--- src/rtl/hostif_pkg.sv ---
package hostif_pkg;

  typedef enum logic [1:0] {
    TRIG_SW  = 2'd0,
    TRIG_EXT = 2'd1,
    TRIG_TMR = 2'd2,
    TRIG_OFF = 2'd3
  } trig_sel_e;

  localparam logic [1:0] PORT_INDEX  = 2'd0;
  localparam logic [1:0] PORT_ACCESS = 2'd1;
  localparam logic [1:0] PORT_RES_LO = 2'd2;
  localparam logic [1:0] PORT_RES_HI = 2'd3;

  localparam logic [7:0] IDX_START = 8'h00;
  localparam logic [7:0] IDX_CHAN  = 8'h01;
  localparam logic [7:0] IDX_OVR   = 8'h02;
  localparam logic [7:0] IDX_TCLR  = 8'h08;

endpackage

--- src/rtl/hostif_fall_det.sv ---
module hostif_fall_det #(
  parameter int STAGES = 2
) (
  input  logic clk,
  input  logic rst_n,
  input  logic in_n,
  output logic fall
);

  logic lvl;
  logic prev_q;

  generate
    if (STAGES == 0) begin : g_direct
      assign lvl = in_n;
    end else begin : g_sync
      logic [STAGES-1:0] sync_q, sync_d;
      always_comb begin
        sync_d[0] = in_n;
        for (int i = 1; i < STAGES; i++) sync_d[i] = sync_q[i-1];
      end
      always_ff @(posedge clk or negedge rst_n) begin
        if (!rst_n) sync_q <= '1;
        else        sync_q <= sync_d;
      end
      assign lvl = sync_q[STAGES-1];
    end
  endgenerate

  always_ff @(posedge clk or negedge rst_n) begin
    if (!rst_n) prev_q <= 1'b1;
    else        prev_q <= lvl;
  end

  assign fall = prev_q & ~lvl;

  // a held low level yields a single-cycle edge indication
  a_r4_single_edge: assert property (@(posedge clk) disable iff (!rst_n)
    fall |=> !fall);

endmodule

--- src/rtl/hostif_conv_ctl.sv ---
module hostif_conv_ctl #(
  parameter int DATA_W = 12
) (
  input  logic              clk,
  input  logic              rst_n,
  input  logic              start_req,
  input  logic              ovr_clr,
  input  logic              adc_busy,
  input  logic [DATA_W-1:0] adc_data,
  output logic              adc_start,
  output logic              conv_busy,
  output logic              done,
  output logic              ovr_flag,
  output logic [DATA_W-1:0] result
);

  logic              start_q, start_d;
  logic              busy_q, busy_d;
  logic              core_busy_q;
  logic              ovr_q, ovr_d;
  logic [DATA_W-1:0] res_q, res_d;
  logic              start_ok;

  assign done     = core_busy_q & ~adc_busy & busy_q;
  assign start_ok = start_req & ~busy_q;

  always_comb begin
    start_d = start_ok;
    busy_d  = busy_q;
    if (start_ok)  busy_d = 1'b1;
    else if (done) busy_d = 1'b0;
    ovr_d = ovr_q;
    if (ovr_clr)            ovr_d = 1'b0;
    if (start_req & busy_q) ovr_d = 1'b1;
    res_d = done ? adc_data : res_q;
  end

  always_ff @(posedge clk or negedge rst_n) begin
    if (!rst_n) begin
      start_q     <= 1'b0;
      busy_q      <= 1'b0;
      core_busy_q <= 1'b0;
      ovr_q       <= 1'b0;
      res_q       <= '0;
    end else begin
      start_q     <= start_d;
      busy_q      <= busy_d;
      core_busy_q <= adc_busy;
      ovr_q       <= ovr_d;
      res_q       <= res_d;
    end
  end

  assign adc_start = start_q;
  assign conv_busy = busy_q;
  assign ovr_flag  = ovr_q;
  assign result    = res_q;

  // no start pulse may leave while a conversion is outstanding
  a_r8_no_start_busy: assert property (@(posedge clk) disable iff (!rst_n)
    busy_q |=> !start_q);
  // result registers hold while the core reports busy
  a_r7_result_hold: assert property (@(posedge clk) disable iff (!rst_n)
    adc_busy |=> $stable(res_q));
  // busy flag stays up while the core is still converting
  a_r6_busy_held: assert property (@(posedge clk) disable iff (!rst_n)
    (busy_q && adc_busy) |=> busy_q);

endmodule

--- src/rtl/hostif_irq_ctrl.sv ---
module hostif_irq_ctrl (
  input  logic clk,
  input  logic rst_n,
  input  logic done,
  input  logic adc_clr,
  input  logic tmr_evt,
  input  logic tmr_clr,
  output logic irq
);

  logic adc_pend_q, adc_pend_d;
  logic tmr_pend_q, tmr_pend_d;
  logic tmr_evt_q;
  logic tmr_rise;

  assign tmr_rise = tmr_evt & ~tmr_evt_q;

  always_comb begin
    adc_pend_d = adc_pend_q;
    if (adc_clr) adc_pend_d = 1'b0;
    if (done)    adc_pend_d = 1'b1;
    tmr_pend_d = tmr_pend_q;
    if (tmr_clr)  tmr_pend_d = 1'b0;
    if (tmr_rise) tmr_pend_d = 1'b1;
  end

  always_ff @(posedge clk or negedge rst_n) begin
    if (!rst_n) begin
      adc_pend_q <= 1'b0;
      tmr_pend_q <= 1'b0;
      tmr_evt_q  <= 1'b0;
    end else begin
      adc_pend_q <= adc_pend_d;
      tmr_pend_q <= tmr_pend_d;
      tmr_evt_q  <= tmr_evt;
    end
  end

  assign irq = adc_pend_q | tmr_pend_q;

  // reading the high byte clears the conversion interrupt
  a_r9_adc_clear: assert property (@(posedge clk) disable iff (!rst_n)
    (adc_clr && !done) |=> !adc_pend_q);
  // the index-8 write clears the timer interrupt
  a_r10_tmr_clear: assert property (@(posedge clk) disable iff (!rst_n)
    (tmr_clr && !tmr_rise) |=> !tmr_pend_q);
  // with both sources quiet the request line drops after a clear of both
  a_r11_irq_drop: assert property (@(posedge clk) disable iff (!rst_n)
    (adc_clr && !done && tmr_clr && !tmr_rise) |=> !irq);

endmodule

--- src/rtl/adc_hostif.sv ---
module adc_hostif
  import hostif_pkg::*;
#(
  parameter int DATA_W      = 12,
  parameter int CHAN_W      = 4,
  parameter int SYNC_STAGES = 2
) (
  input  logic              clk,
  input  logic              rst_n,
  input  logic [1:0]        host_addr,
  input  logic              host_wr,
  input  logic              host_rd,
  input  logic [7:0]        host_wdata,
  output logic [7:0]        host_rdata,
  input  logic [1:0]        trig_sel,
  input  logic              ext_trig_n,
  input  logic              tmr_out_n,
  input  logic              tmr_irq_evt,
  output logic              adc_start,
  output logic [CHAN_W-1:0] adc_chan,
  input  logic              adc_busy,
  input  logic [DATA_W-1:0] adc_data,
  output logic              irq
);

  localparam int LO_W = DATA_W - 8;

  logic [7:0]        index_q, index_d;
  logic [CHAN_W-1:0] chan_q, chan_d;
  logic              acc_wr, acc_rd;
  logic              sw_req, ext_fall, tmr_fall, start_req;
  logic              ovr_clr, adc_clr, tmr_clr;
  logic              conv_busy, done, ovr_flag;
  logic [DATA_W-1:0] result;
  trig_sel_e         src;

  assign src    = trig_sel_e'(trig_sel);
  assign acc_wr = host_wr && (host_addr == PORT_ACCESS);
  assign acc_rd = host_rd && (host_addr == PORT_ACCESS);

  assign sw_req  = acc_wr && (index_q == IDX_START);
  assign tmr_clr = acc_wr && (index_q == IDX_TCLR);
  assign ovr_clr = acc_rd && (index_q == IDX_OVR);
  assign adc_clr = host_rd && (host_addr == PORT_RES_HI);

  always_comb begin
    index_d = index_q;
    if (host_wr && (host_addr == PORT_INDEX)) index_d = host_wdata;
    chan_d = chan_q;
    if (acc_wr && (index_q == IDX_CHAN)) chan_d = host_wdata[CHAN_W-1:0];
  end

  always_ff @(posedge clk or negedge rst_n) begin
    if (!rst_n) begin
      index_q <= '0;
      chan_q  <= '0;
    end else begin
      index_q <= index_d;
      chan_q  <= chan_d;
    end
  end

  hostif_fall_det #(.STAGES(SYNC_STAGES)) u_ext_det (
    .clk(clk), .rst_n(rst_n), .in_n(ext_trig_n), .fall(ext_fall));

  hostif_fall_det #(.STAGES(0)) u_tmr_det (
    .clk(clk), .rst_n(rst_n), .in_n(tmr_out_n), .fall(tmr_fall));

  always_comb begin
    unique case (src)
      TRIG_SW:  start_req = sw_req;
      TRIG_EXT: start_req = ext_fall;
      TRIG_TMR: start_req = tmr_fall;
      default:  start_req = 1'b0;
    endcase
  end

  hostif_conv_ctl #(.DATA_W(DATA_W)) u_conv (
    .clk(clk), .rst_n(rst_n), .start_req(start_req), .ovr_clr(ovr_clr),
    .adc_busy(adc_busy), .adc_data(adc_data), .adc_start(adc_start),
    .conv_busy(conv_busy), .done(done), .ovr_flag(ovr_flag), .result(result));

  hostif_irq_ctrl u_irq (
    .clk(clk), .rst_n(rst_n), .done(done), .adc_clr(adc_clr),
    .tmr_evt(tmr_irq_evt), .tmr_clr(tmr_clr), .irq(irq));

  always_comb begin
    host_rdata = '0;
    unique case (host_addr)
      PORT_INDEX:  host_rdata = index_q;
      PORT_ACCESS: host_rdata[0] = (index_q == IDX_OVR) ? ovr_flag : conv_busy;
      PORT_RES_LO: host_rdata[LO_W-1:0] = result[LO_W-1:0];
      default:     host_rdata = result[DATA_W-1:LO_W];
    endcase
  end

  assign adc_chan = chan_q;

  // in any non-software mode a host start write never produces a start
  a_r3_sw_gated: assert property (@(posedge clk) disable iff (!rst_n)
    (src != TRIG_SW && !ext_fall && !tmr_fall) |=> !adc_start);
  // with no source selected nothing starts
  a_r5_off_silent: assert property (@(posedge clk) disable iff (!rst_n)
    (src == TRIG_OFF) |=> !adc_start);
  // the channel register only moves on an index-1 access write
  a_r2_chan_hold: assert property (@(posedge clk) disable iff (!rst_n)
    !(acc_wr && index_q == IDX_CHAN) |=> $stable(adc_chan));

endmodule

--- config.mk ---
export PLATFORM = sky130hd
export DESIGN_NAME = adc_hostif
export DESIGN_NICKNAME = d
export VERILOG_FILES = /design/src/rtl/hostif_pkg.sv /design/src/rtl/hostif_fall_det.sv /design/src/rtl/hostif_conv_ctl.sv /design/src/rtl/hostif_irq_ctrl.sv /design/src/rtl/adc_hostif.sv
export SDC_FILE = /design/constraint.sdc
export NUM_CORES = 1
export LEC_CHECK = 0
export ABC_AREA = 1
export BUFFER_PORTS_ARGS = -buffer_cell sky130_fd_sc_hd__buf_2
export CAP_MARGIN = 0
export CORE_UTILIZATION = 54
export DETAILED_ROUTE_END_ITERATION = 12
export GPL_TIMING_DRIVEN = 1
export PLACE_DENSITY = 0.83
export SLEW_MARGIN = 15
export SYNTH_ARGS = -nofsm -noshare
export SYNTH_HDL_FRONTEND = slang
export SYNTH_SLANG_ARGS = --single-unit
--- constraint.sdc ---
create_clock -name clk -period 4 [get_ports clk]
set_clock_uncertainty 0.2 [all_clocks]
set_input_delay 0.6 -clock clk [delete_from_list [all_inputs] [get_ports clk]]
set_output_delay 0.6 -clock clk [all_outputs]
set_load 0.05 [all_outputs]
==> impl_metrics.tcl <==
set metrics [dict create \
    post-route-period-util_pct 63.5 \
    cp.required_ns 3.20 \
    tightest_slew_ns 0.735 \
    synthesis.area_mm2 0.00159 \
    numPortBuffers 45 \
    ys_top_cells_by_area "dfrtp_1, nand2_1, dfstp_2, mux2_4, inv_1" \
    row_count 19 \
    drt_wl_total_mm 3.06 \
    dp_cells 239 \
    overflow 0 \
    io_pins 46 \
    peakVddDrop_mv 0.462 \
    wl_per_cell_um 12.4 \
    fin_nets 247 \
    p_leak_nw 1.03 \
    syn-instance-count 165 \
    cts_buffer_depth 2 \
    use_met2_pct 34.4 \
    grt_pass1_vias 1212 \
    drt_iter0_drc 31 \
    die_x_um 56.3 \
    drive_gt1_share_pct 36.1 \
    hold_viol_final 0 \
    syn_area_per_cell_um2 9.66 \
    die_h_um 56.3 \
    die-area_mm2 0.00317 \
    multi_input_area_um2 604 \
    synth-seq-cells 35 \
    drt_first_pass_iters 4 \
    cts-root-buf "clkbuf_4" \
    p_per_area_mw_per_mm2 493 \
    htreeDepth 2 \
    initial_core_util_pct 57.3 \
    yosys_warnings 0 \
    grt.busiest_layer "met2" \
    final_common_cell "buf_2" \
    cts_sinks 35 \
    synth_area_leader_cell "dfrtp_1" \
    synth_top_flop_cell "dfrtp_1" \
    grtUsageMet1_pct 28.7 \
    critPathLaunch "index_q[5]" \
    area_growth_pct 19.7 \
    final-setup-viol-count 0 \
    clock_latency_ns 0.34 \
    grt_max_degree 36 \
    synth_nets 197 \
    arrival_ns 1.74 \
    maxCapViolCount 0 \
    cts_resized 0 \
    numCtsBuffers 5 \
    fin_crit_ns 2.54 \
    drc 0 \
    fillCellCount 227 \
    grt_pass1_wl_mm 5.16 \
    hold_class "primary input to asynchronous set/reset pin" \
    synthArstFlopShare_pct 100 \
    yosysUniqueCellTypes 25 \
    worst_setup_path_end_kind "primary output" \
    fmax_mhz 394 \
    antenna_found_initial 0 \
    fp.coreArea_mm2 0.00278 \
    utilization_pct 68.6 \
    ctsHoldBuffers 0 \
    synth_edf_count 0 \
    ys_seq_area_share_pct 55.3 \
    avgViaCountPerCell 5.04 \
    num_antenna_cells 0 \
    relSlewSlack_pct 51.0 \
    fin_cells 247 \
    drv_slew 0 \
    vias 1244 \
    postCtsSetupBuffers 0 \
    reg2reg_from "index_q[5]" \
    status "complete, no violations" \
    dpl.hpwl_mm 2.35 \
    crit_fanout 4 \
    seqCellArea_um2 881 \
    crit_type "flop to primary output" \
    cp-start-kind "flop" \
    clkTransAtPathRegs_ns 0.10 \
    grtUsageTotal_pct 22.1 \
    rsz0062_at_grt "false" \
    fin_setup_tns_ns 0 \
    ant_nets 0 \
    grt_use_met3_pct 5.76 \
    dp_slack_ns 1.70 \
    fin_ws_ns 1.46 \
    layout_common_cells "buf_2, nand2_1, dfrtp_1" \
    place_congestion 0.830 \
    synth_top_area_share_pct 48.7 \
    cts_tree "done" \
]
==> cells in the mapped netlist (2+ instances only) <==
master	instances
nor2_1	14
o211ai_1	3
inv_1	20
mux2_2	4
mux2_4	7
nand2_4	3
nand2_1	32
nor3_1	2
dfstp_2	4
a21oi_1	8
inv_2	4
dfrtp_1	31
o21ai_0	14
nand3_1	8
==> report_power, final <==
group          switching (W)  internal (W)  total (W)
Clock               0.000111      0.000103   0.000215
Sequential         0.0000459      0.000429   0.000474
Combinational       0.000149      0.000103   0.000252
Total               0.000306      0.000635   0.000941
==> cell type report <==
type | count | area share [%]
multi-input cells | 104 | 31.7
well taps | 31 | 2.03
clock buffers | 8 | 3.61
inverters | 24 | 4.72
repair buffers | 45 | 11.8
flip-flops and latches | 35 | 46.2
==> worst paths after layout <==
check	end	slack (ns)	depth (start not counted)
max	host_rdata[0]	1.46	8
min	adc_chan[3]	0.11	1
max reg2reg	adc_chan[0]	2.56	6
min reg2reg	u_ext_det.g_sync.sync_q[1]	0.16	0
max in group asynchronous	index_q[6]	3.02	1
min in group clk	u_ext_det.g_sync.sync_q[0]	0.15	1
==> flip-flops by register name (all words and copies together), names as in the netlist <==
| name | cells |
|---|---|
| u_irq.adc_pend_q | 1 |
| u_ext_det.g_sync.sync_q | 2 |
| u_ext_det.prev_q | 1 |
| u_conv.result | 12 |
| u_conv.ovr_flag | 1 |
| u_conv.core_busy_q | 1 |
| u_irq.tmr_pend_q | 1 |
| u_conv.adc_start | 1 |
| adc_chan | 4 |
| u_conv.conv_busy | 1 |
| u_irq.tmr_evt_q | 1 |
| u_tmr_det.prev_q | 1 |
| index_q | 8 |
==> layer usage <==
layer	vias up	wire, µm
met2	28	1470
met1	575	1390
met5	-	0
met4	0	61
met3	8	131
li1	633	-
==> cell families after synthesis <==
kind of cell           Yosys count  share of synthesized area (%)
AOI/OAI and AO/OA               27                           9.03
muxes                           11                           9.42
and+or+nand+nor                 66                           19.5
buffers and inverters           26                           6.83
DFF                             35                           55.3
==> through the flow <==
stage          instance area [µm²]  hold WS, ns  total power (W)
6_report                      1910        0.112         0.000941
3_5_place_dp                  1840        0.149         0.000733
5_1_grt                       1910        0.135         0.000990
2_1_floorplan                 1590        0.104         0.000659
4_1_cts                       1910        0.126         0.000945
3_3_place_gp                  1840        0.148         0.000724
==> worst max-delay path, stage by stage (launching register included) <==
cell and delay [ns]:
dfrtp_1 0.39, inv_1 0.10, nand2_1 0.07, nor2_2 0.20, nand2_1 0.09, nand2_1 0.06, nand3_1 0.06, a21oi_1 0.14
buf_2 0.28
No activity file was read; power rests on OpenSTA's default activity.
